**src/rtl/cpurf_pkg.sv**
```systemverilog
package cpurf_pkg;

  localparam int SR_W      = 16;
  localparam int NUM_FLAGS = 7;
  localparam int SUP_BIT   = 13;
  localparam int IPL_LO    = 8;
  localparam int IPL_W     = 3;
  localparam logic [SR_W-1:0] SR_RESET = 16'h2700;

  typedef enum logic [2:0] {
    SZ_BYTE = 3'd1,
    SZ_HALF = 3'd2,
    SZ_FULL = 3'd4
  } opsize_e;

  function automatic logic size_ok(input logic [2:0] sz);
    return (sz == SZ_BYTE) || (sz == SZ_HALF) || (sz == SZ_FULL);
  endfunction

  // strobe index -> status bit position
  function automatic int flag_pos(input int k);
    case (k)
      5:       return SUP_BIT;
      6:       return 15;
      default: return k;
    endcase
  endfunction

endpackage

```
**src/rtl/cpurf_slot_dec.sv**
```systemverilog
module cpurf_slot_dec #(
  parameter int NUM_D = 8,
  parameter int NUM_A = 8,
  parameter int IDXW  = 4,
  localparam int NSLOT = NUM_D + NUM_A + 1
) (
  input  logic             en,
  input  logic             bank,
  input  logic [IDXW-1:0]  idx,
  input  logic [2:0]       size,
  input  logic             sup,
  output logic [NSLOT-1:0] hit,
  output logic             err
);
  import cpurf_pkg::*;

  logic in_range;
  logic ok;

  always_comb begin
    if (bank) in_range = (idx < IDXW'(NUM_A));
    else      in_range = (idx < IDXW'(NUM_D));
  end

  assign ok  = en && in_range && size_ok(size);
  assign err = en && !(in_range && size_ok(size));

  genvar g;
  generate
    for (g = 0; g < NUM_D; g++) begin : g_data
      assign hit[g] = ok && !bank && (idx == IDXW'(g));
    end
    for (g = 0; g < NUM_A - 1; g++) begin : g_addr
      assign hit[NUM_D + g] = ok && bank && (idx == IDXW'(g));
    end
  endgenerate

  assign hit[NSLOT-2] = ok && bank && (idx == IDXW'(NUM_A - 1)) && !sup;
  assign hit[NSLOT-1] = ok && bank && (idx == IDXW'(NUM_A - 1)) &&  sup;

endmodule

```
**src/rtl/cpurf_status.sv**
```systemverilog
module cpurf_status
  import cpurf_pkg::*;
(
  input  logic                 clk,
  input  logic                 rst_n,
  input  logic                 sr_wr_en,
  input  logic [SR_W-1:0]      sr_wr_data,
  input  logic                 ipl_wr_en,
  input  logic [IPL_W-1:0]     ipl_val,
  input  logic [NUM_FLAGS-1:0] flag_set,
  input  logic [NUM_FLAGS-1:0] flag_clr,
  output logic [SR_W-1:0]      sr_q
);

  logic [SR_W-1:0] base;
  logic [SR_W-1:0] with_ipl;
  logic [SR_W-1:0] clr_mask;
  logic [SR_W-1:0] set_mask;
  logic [SR_W-1:0] sr_d;

  assign base = sr_wr_en ? sr_wr_data : sr_q;

  always_comb begin
    with_ipl = base;
    if (ipl_wr_en) with_ipl[IPL_LO +: IPL_W] = ipl_val;
  end

  genvar k;
  generate
    for (k = 0; k < SR_W; k++) begin : g_mask
      always_comb begin
        clr_mask[k] = 1'b0;
        set_mask[k] = 1'b0;
        for (int f = 0; f < NUM_FLAGS; f++) begin
          if (flag_pos(f) == k) begin
            clr_mask[k] = flag_clr[f];
            set_mask[k] = flag_set[f];
          end
        end
      end
    end
  endgenerate

  assign sr_d = (with_ipl & ~clr_mask) | set_mask;

  always_ff @(posedge clk) begin
    if (!rst_n) sr_q <= SR_RESET;
    else        sr_q <= sr_d;
  end

endmodule

```
**src/rtl/cpurf_top.sv**
```systemverilog
module cpurf_top #(
  parameter int XLEN  = 32,
  parameter int NUM_D = 8,
  parameter int NUM_A = 8,
  localparam int IDXW  = $clog2(NUM_D) + 1,
  localparam int NSLOT = NUM_D + NUM_A + 1
) (
  input  logic            clk,
  input  logic            rst_n,
  input  logic            wr_en,
  input  logic            wr_bank,
  input  logic [IDXW-1:0] wr_idx,
  input  logic [2:0]      wr_size,
  input  logic [XLEN-1:0] wr_data,
  output logic            wr_err,
  input  logic            rd_bank,
  input  logic [IDXW-1:0] rd_idx,
  input  logic [2:0]      rd_size,
  output logic [XLEN-1:0] rd_data,
  output logic            rd_err,
  input  logic            sr_wr_en,
  input  logic [15:0]     sr_wr_data,
  input  logic            ipl_wr_en,
  input  logic [2:0]      ipl_val,
  input  logic [6:0]      flag_set,
  input  logic [6:0]      flag_clr,
  output logic [15:0]     sr
);
  import cpurf_pkg::*;

  logic [NSLOT-1:0]           wr_hit;
  logic [NSLOT-1:0]           rd_hit;
  logic [NSLOT-1:0][XLEN-1:0] slot_q;
  logic [XLEN-1:0]            rd_raw;
  logic [SR_W-1:0]            sr_q;

  function automatic logic [XLEN-1:0] merge_low(input logic [XLEN-1:0] old_v,
                                                input logic [XLEN-1:0] new_v,
                                                input logic [2:0]      sz);
    case (sz)
      SZ_BYTE: return {old_v[XLEN-1:8],  new_v[7:0]};
      SZ_HALF: return {old_v[XLEN-1:16], new_v[15:0]};
      default: return new_v;
    endcase
  endfunction

  function automatic logic [XLEN-1:0] trim_low(input logic [XLEN-1:0] v,
                                               input logic [2:0]      sz);
    case (sz)
      SZ_BYTE: return {{(XLEN-8){1'b0}},  v[7:0]};
      SZ_HALF: return {{(XLEN-16){1'b0}}, v[15:0]};
      default: return v;
    endcase
  endfunction

  cpurf_slot_dec #(.NUM_D(NUM_D), .NUM_A(NUM_A), .IDXW(IDXW)) u_wdec (
    .en   (wr_en),
    .bank (wr_bank),
    .idx  (wr_idx),
    .size (wr_size),
    .sup  (sr_q[SUP_BIT]),
    .hit  (wr_hit),
    .err  (wr_err)
  );

  cpurf_slot_dec #(.NUM_D(NUM_D), .NUM_A(NUM_A), .IDXW(IDXW)) u_rdec (
    .en   (1'b1),
    .bank (rd_bank),
    .idx  (rd_idx),
    .size (rd_size),
    .sup  (sr_q[SUP_BIT]),
    .hit  (rd_hit),
    .err  (rd_err)
  );

  genvar s;
  generate
    for (s = 0; s < NSLOT; s++) begin : g_slot
      always_ff @(posedge clk) begin
        if (!rst_n)         slot_q[s] <= '0;
        else if (wr_hit[s]) slot_q[s] <= merge_low(slot_q[s], wr_data, wr_size);
      end
    end
  endgenerate

  always_comb begin
    rd_raw = '0;
    for (int i = 0; i < NSLOT; i++) begin
      if (rd_hit[i]) rd_raw = rd_raw | slot_q[i];
    end
  end

  assign rd_data = trim_low(rd_raw, rd_size);

  cpurf_status u_status (
    .clk        (clk),
    .rst_n      (rst_n),
    .sr_wr_en   (sr_wr_en),
    .sr_wr_data (sr_wr_data),
    .ipl_wr_en  (ipl_wr_en),
    .ipl_val    (ipl_val),
    .flag_set   (flag_set),
    .flag_clr   (flag_clr),
    .sr_q       (sr_q)
  );

  assign sr = sr_q;

endmodule

```
**config.mk**
```make
export PLATFORM = sky130hd
export DESIGN_NAME = cpurf_top
export DESIGN_NICKNAME = d
export VERILOG_FILES = /design/src/rtl/cpurf_pkg.sv /design/src/rtl/cpurf_slot_dec.sv /design/src/rtl/cpurf_status.sv /design/src/rtl/cpurf_top.sv
export SDC_FILE = /design/constraint.sdc
export NUM_CORES = 1
export LEC_CHECK = 0
export CORE_ASPECT_RATIO = 1.4
export CORE_MARGIN = 3
export CORE_UTILIZATION = 45
export DETAILED_ROUTE_END_ITERATION = 16
export PLACE_DENSITY = 0.61
export REMOVE_ABC_BUFFERS = 1
export SLEW_MARGIN = 10
export SYNTH_ARGS = -nofsm -noshare
export SYNTH_HDL_FRONTEND = slang
export SYNTH_SLANG_ARGS = --single-unit
```
**constraint.sdc**
```tcl
create_clock -name clk -period 6.15 [get_ports clk]
set_clock_uncertainty 0.1 [all_clocks]
set_input_delay 0.9225 -clock clk [delete_from_list [all_inputs] [get_ports clk]]
set_output_delay 0.9225 -clock clk [all_outputs]
set_load 0.02 [all_outputs]
```
Yosys cells after proc, flatten, opt, wreduce, memory -nomap -nowiden
Index checks and enable logic that the tools add are counted.

Reductions and logical operators: 90. Multiplexer cells: 21. $lt $le $gt $ge: 2. Eq/ne operators: 20. Bitwise gates (word level): 21.

Operator list (number): 32-bit two-way mux (17); 32-bit OR (16); 32-bit one-hot mux with 2 select lines (2); 3-bit AND reduction (17); 1-bit logical AND (45); 2-bit AND reduction (17); 4-bit by 3-bit equality test with 1-bit output, second input constant (8); 16-bit bitwise AND (1); 4-bit by 2-bit equality test with 1-bit output, second input constant (4); 16-bit two-way mux (1); 16-bit inverter (1); 16-bit OR (1); 4-bit by 1-bit equality test with 1-bit output, second input constant (2); 4-bit logical NOT (2); 4-bit less-than comparator, second input constant (2); 3-bit by 1-bit equality test with 1-bit output, second input constant (2); 3-bit by 2-bit equality test with 1-bit output, second input constant (2); 3-bit equality test, second input constant (2); 1-bit logical NOT (5); 1-bit logical OR (4); 3-bit two-way mux (1); 1-bit inverter (2).

Word-level logic and storage cells: 206. Register bits: 560.

Depth between registers and ports, before layout
Word-level depth: 40. Mapped depth: 9. Depth with buffers taken out: 6.

Cells and area by module
Synthesis repeated with hierarchy kept, for this count alone.

Cell total of the unflattened synthesis: 2870. Area total of the unflattened synthesis: 25225.4 sq um.

Modules (own cells, without submodules): cpurf_top (area each 24074.3 sq um, times used 1, cells each 2735, sequential area each 10890.4 sq um); cpurf_status (area each 710.7 sq um, times used 1, cells each 69, sequential area each 320.3 sq um); cpurf_slot_dec (area each 220.2 sq um, times used 2, cells each 33, sequential area each 0.0 sq um).

Worst setup path before layout
OpenSTA, ideal clock, no wires.

Kind: input to output. Start point: in rd_size[0]. End point: out rd_data[10]. Arrival: 2.823 ns. Required time: 5.128 ns. Cell stages on the path: 8. Buffers on the path: 3. Path slack: 2.304 ns. Path through: buf_4 -> o21a_1 -> buf_6 -> a2111o_1 -> buf_4 -> nor3_4 -> a22oi_1 -> a31oi_1.

Word-level cells in the longest chain between the ends: 40. Elaborated cells on any way between the ends: 60. Those cells by class: 3 x eq/ne; 18 x mux; 16 x bitwise; 23 x reduce/logical.

Ends and longest elaborated chain: from (decl) (line cpurf_top.sv:18) `input logic [2:0] rd_size,`; 3-bit by 1-bit equality test with 1-bit output / 3-bit by 2-bit equality test with 1-bit output (equally long branches) (line cpurf_pkg.sv:17, cpurf_top.sv:49); 1-bit logical OR (2 in series) (line cpurf_pkg.sv:17) `return (sz == SZ_BYTE) || (sz == SZ_HALF) || (sz == SZ_FULL);`; 1-bit logical AND (line cpurf_slot_dec.sv:25) `assign ok = en && in_range && size_ok(size);`; 1-bit logical AND (2 in series) (line cpurf_slot_dec.sv:31) `assign hit[g] = ok && !bank && (idx == IDXW'(g));`; 32-bit two-way mux (line cpurf_top.sv:89) `if (rd_hit[i]) rd_raw = rd_raw | slot_q[i];`; 32-bit OR (line cpurf_top.sv:89); 32-bit two-way mux (line cpurf_top.sv:89); 32-bit OR (line cpurf_top.sv:89); (+22 left out); 32-bit two-way mux (line cpurf_top.sv:89); 32-bit OR (line cpurf_top.sv:89); 32-bit two-way mux (line cpurf_top.sv:89); 32-bit OR (line cpurf_top.sv:89); 32-bit two-way mux (line cpurf_top.sv:89); 32-bit OR (line cpurf_top.sv:89); 32-bit two-way mux (line cpurf_top.sv:89); 32-bit one-hot mux with 2 select lines (*) (line cpurf_top.sv:49) `case (sz)`; to (decl) (line cpurf_top.sv:19) `output logic [XLEN-1:0] rd_data,`.

Mark *: on every way between the ends. The rest lies on a longest branch, timed or not.

Worst setup path after layout
Start point: in rd_idx[3]. End point: out rd_data[2].

Word-level cells in the longest chain between the ends: 38. Elaborated cells on any way between the ends: 64. Those cells by class: 1 x order compare; 7 x eq/ne; 18 x mux; 16 x bitwise; 22 x reduce/logical.

Ends and longest elaborated chain: from (decl) (line cpurf_top.sv:17) `input logic [IDXW-1:0] rd_idx,`; 4-bit less-than comparator (line cpurf_slot_dec.sv:21, cpurf_slot_dec.sv:22); 1-bit logical AND (line cpurf_slot_dec.sv:25); 1-bit logical AND (2 in series) (line cpurf_slot_dec.sv:31); 32-bit two-way mux (line cpurf_top.sv:89); 32-bit OR (line cpurf_top.sv:89); 32-bit two-way mux (line cpurf_top.sv:89); 32-bit OR (line cpurf_top.sv:89); 32-bit two-way mux (line cpurf_top.sv:89); (+21 left out); 32-bit two-way mux (line cpurf_top.sv:89); 32-bit OR (line cpurf_top.sv:89); 32-bit two-way mux (line cpurf_top.sv:89); 32-bit OR (line cpurf_top.sv:89); 32-bit two-way mux (line cpurf_top.sv:89); 32-bit OR (line cpurf_top.sv:89); 32-bit two-way mux (*) (line cpurf_top.sv:89); 32-bit one-hot mux with 2 select lines (*) (line cpurf_top.sv:49).

Marked as above.

==> results.md <==
Placed design:
- The placed wire-length estimate after detailed placement is 55400 um.
- The number of buffers added on ports is 135.
- Before CTS, the worst setup slack after placement is 0.3944 ns.
- The global placement routability congestion is 0.8660.
- The cell count after placement is 3386.

Clock network:
- The TritonCTS clock tree is yes.
- The number of setup buffers added after CTS is 0.
- The CTS root buffer is clkbuf_16.
- The later pin in the worst-skew pair is clocked with a latency of 0.60 ns.
- The total number of H-tree levels is 2.
- The clock-pin slew on the worst setup and hold paths is 0.06 ns.
- The number of gates resized after CTS was 0.
- The number of sinks on the clock net is 560.
- The total clock buffers created by CTS is 54.
- The deepest clock path buffer count is 3.
- Hold repair after CTS inserted 0 buffers.

STA:
- Setup repair after global routing left no endpoint under its margin.
- The total count of max-transition violations in the final report was 0.
- Setup violations remaining at the end of the flow were counted as 0.
- After layout, the worst setup slack is 0.3887 ns.
- The routed design could run at a clock period as short as 5.761 ns.
- At the pin with the least slew margin, the transition time is 1.338 ns.
- The portion of the clock cycle consumed by the worst path in the final layout is 93.68%.
- The total negative slack for setup checks is 0 ns.
- The fmax is 0.1736 GHz.
- The number of endpoints with negative hold slack in the final report is 0.
- Headroom to the max-slew limit came out at 10.51%.

Logic synthesis:
- After synthesis, the largest area contributor takes up 42.97% of total cell area.
- The number of distinct standard cells referenced by the synthesized netlist is 87.
- After technology mapping, the gate count stands at 2671.
- Of all flip-flops after synthesis, the portion carrying an async set or reset was 0%.
- In this run the mean area of a mapped cell was 9.768 um^2.
- The synthesized netlist occupies a cell area of 26090 um^2.
- The largest total area in the synthesized netlist belongs to dfxtp_1.
- Yosys mapped a number of flops with a built-in enable equal to 0.
- In the synthesized netlist the dominant register cell turns out to be dfxtp_1.
- The total of flip-flops plus latches after synthesis is 560.
- The Yosys step of the flow raised 0 warnings.
- The sequential fraction of the synthesis area is 42.97%.
- Ranked by total cell area, the synthesized netlist is headed by dfxtp_1, mux2i_1, nor2b_1.

Power and ir drop:
- The power density of the placed cells is 256.5 nW/um^2.
- IR analysis of the VDD net gives a maximum drop of 196.7 uV.
- The power consumption is 7.668 mW.
- The leakage component of the power is 12.78 nW.

Routing:
- In the final routed layout, each cell accounts on average for 25.15 um.
- The total wirelength of the detailed-routed design is 87630 um.
- The DRC violation count after routing is 0.
- The final route contains 20536 vias.
- The detailed router finished its first iteration with 1823 violations.
- The count of antenna-violating nets left after detailed routing is 0.
- The first TritonRoute pass finished after 5 iterations.
- In the routed layout, each cell is associated on average with a via count of 5.894.

Status:
- The flow ran to the end, and the final reports show no timing, DRC or antenna violations.

Worst setup path:
- The worst setup path is launched from a primary input.
- The critical path in this run is classified as primary input to primary output.
- The maximum fanout along the worst path is 16.
- STA classifies the critical path endpoint as a primary output.
- The internal reg-to-reg setup slack is 2.87 ns.
- For the worst setup path, the data arrival time is 4.74 ns.
- The required time of the worst setup path is 5.13 ns.

Floorplan:
- The placeable core area is 56830 um^2.
- Measured along the y axis, the die boundary spans 290.9 um.
- The effective utilization at floorplan is 45.91%.
- The die outline area is 60940 um^2.
- The floorplan step set the die width to 209.5 um.
- The number of rows in the core area is 103.
- The number of top-level design ports is 136.

Layout:
- The number of nets in the layout is 2793.
- The final cell count without fillers is 3484.
- The filler cells instantiated in the layout total 5027.
- The share of cells above drive strength 1 is 9.822%.
- The area growth from synthesis to layout is 14.57%.
- 0 antenna diodes ended up in the layout.

Global routing:
- Entering global routing, the biggest net connects 171 pins.
- The overall track demand over capacity in global routing is 27.88%.
- The first-pass GRT wire length is 131000 um.
- The global route total overflow is 0.
- The initial antenna violation count is 2.
- The via count of the first global-routing pass is 20665.

Run:
- The tool flagged a number of max-cap violations equal to 0.

Hold path:
- The path type of the worst min-delay path is flip-flop to flip-flop.
## through the flow
stage	utilization [%]	cell area [um^2]	hold slack, ns
3_3_place_gp	49.42	28080	0.3389
2_1_floorplan	-	25080	0.3302
5_1_grt	52.60	29890	0.3705
4_1_cts	52.60	29890	0.3570
3_5_place_dp	49.42	28080	0.3454
6_report	52.60	29890	0.3539
## worst paths after layout
check	startpoint	endpoint	depth (start not counted)
hold / removal	slot_q[495]	slot_q[495]	2
setup / recovery	rd_idx[3]	rd_data[2]	8
hold reg to reg	slot_q[495]	slot_q[495]	2
setup reg to reg	u_status.sr_q[13]	slot_q[543]	4
## power breakdown
part	switching (mW)	internal, mW	leakage, nW
Clock	1.45	2.00	0.890
Combinational	0.376	0.191	7.38
Sequential	0.0121	3.64	4.51
## layer usage
metal  vias to the layer above  wire length, um  global-route usage [%]
met4                         4             4125                   11.87
met3                       211             5384                   4.032
met5                         -               27                       0
met1                     10125            35530                   35.10
met2                       756            42560                   47.57
li1                       9440                -                       -
## state kept, by name, summed over array words and instances, names as in the netlist
| register | count |
|---|---|
| slot_q | 544 |
| u_status.sr_q | 16 |
## critical path: stages
cell and delay, ns:
clkdlybuf4s50_1 0.59, or3b_1 0.57, a211oi_4 1.04, buf_4 0.35, nand2_1 0.07, mux4_2 0.45, nand4_1 0.12, clkdlybuf4s50_1 0.63
## kinds of logic (layout without fill, tap and decap cells)
family | after synthesis | in the layout | share of synthesized area, %
and+or+nand+nor | 872 | 872 | 16.95
muxes | 679 | 679 | 27.14
DFF | 560 | 560 | 42.97
AOI/OAI and AO/OA | 315 | 315 | 8.738
buffers and inverters | 240 | 318 | 4.000
xor gates and xnor gates | 5 | 5 | 0.1967
## cell usage after synthesis, drive strengths merged (18+ instances only)
library cell  number
nand3             63
nor2b            295
a21oi             45
nor3              28
mux4              18
nor2              54
a22oi             54
o21ai             58
clkbuf           143
mux2              48
mux2i            613
buf               88
nand2            374
dfxtp            560
## area by class of cell
type	instances	area, um^2	share of cell area [%]
Tap cell	735	919.6	3.076
Clock buffer	83	1602	5.358
Inverter	9	33.78	0.1130
Sequential cell	560	11210	37.51
Timing Repair Buffer	211	1988	6.651
Clock inverter	15	206.4	0.6906
Multi-Input combinational cell	1871	13930	46.60
## placed cells by master (no fill, tap or decap), types with 7 or more instances in the layout
cell type        Yosys  layout
mux2i_1            613     613
dfxtp_1            560     559
nand2_1            371     371
nor2b_1            295     292
clkdlybuf4s50_1      0     129
buf_4               15      72
nand3_1             60      60
o21ai_0             57      57
clkbuf_16            0      55
a22oi_1             54      54
nor2_1              50      49
mux2_2              48      48
a21oi_1             44      44
nor3_1              22      22
mux4_2              18      18
o22ai_1             17      17
a32oi_1             17      17
clkbuf_1           143      16
a31oi_1             14      14
a22o_1              13      13
clkbuf_8             0      12
a41oi_1             11      11
o21a_1               9       9
a32o_1               9       9
inv_1                8       8
clkinv_2             0       8
nand2b_1             7       7
and3_1               8       7
nand4_1              7       7
Power figures use the tool's default switching activity.
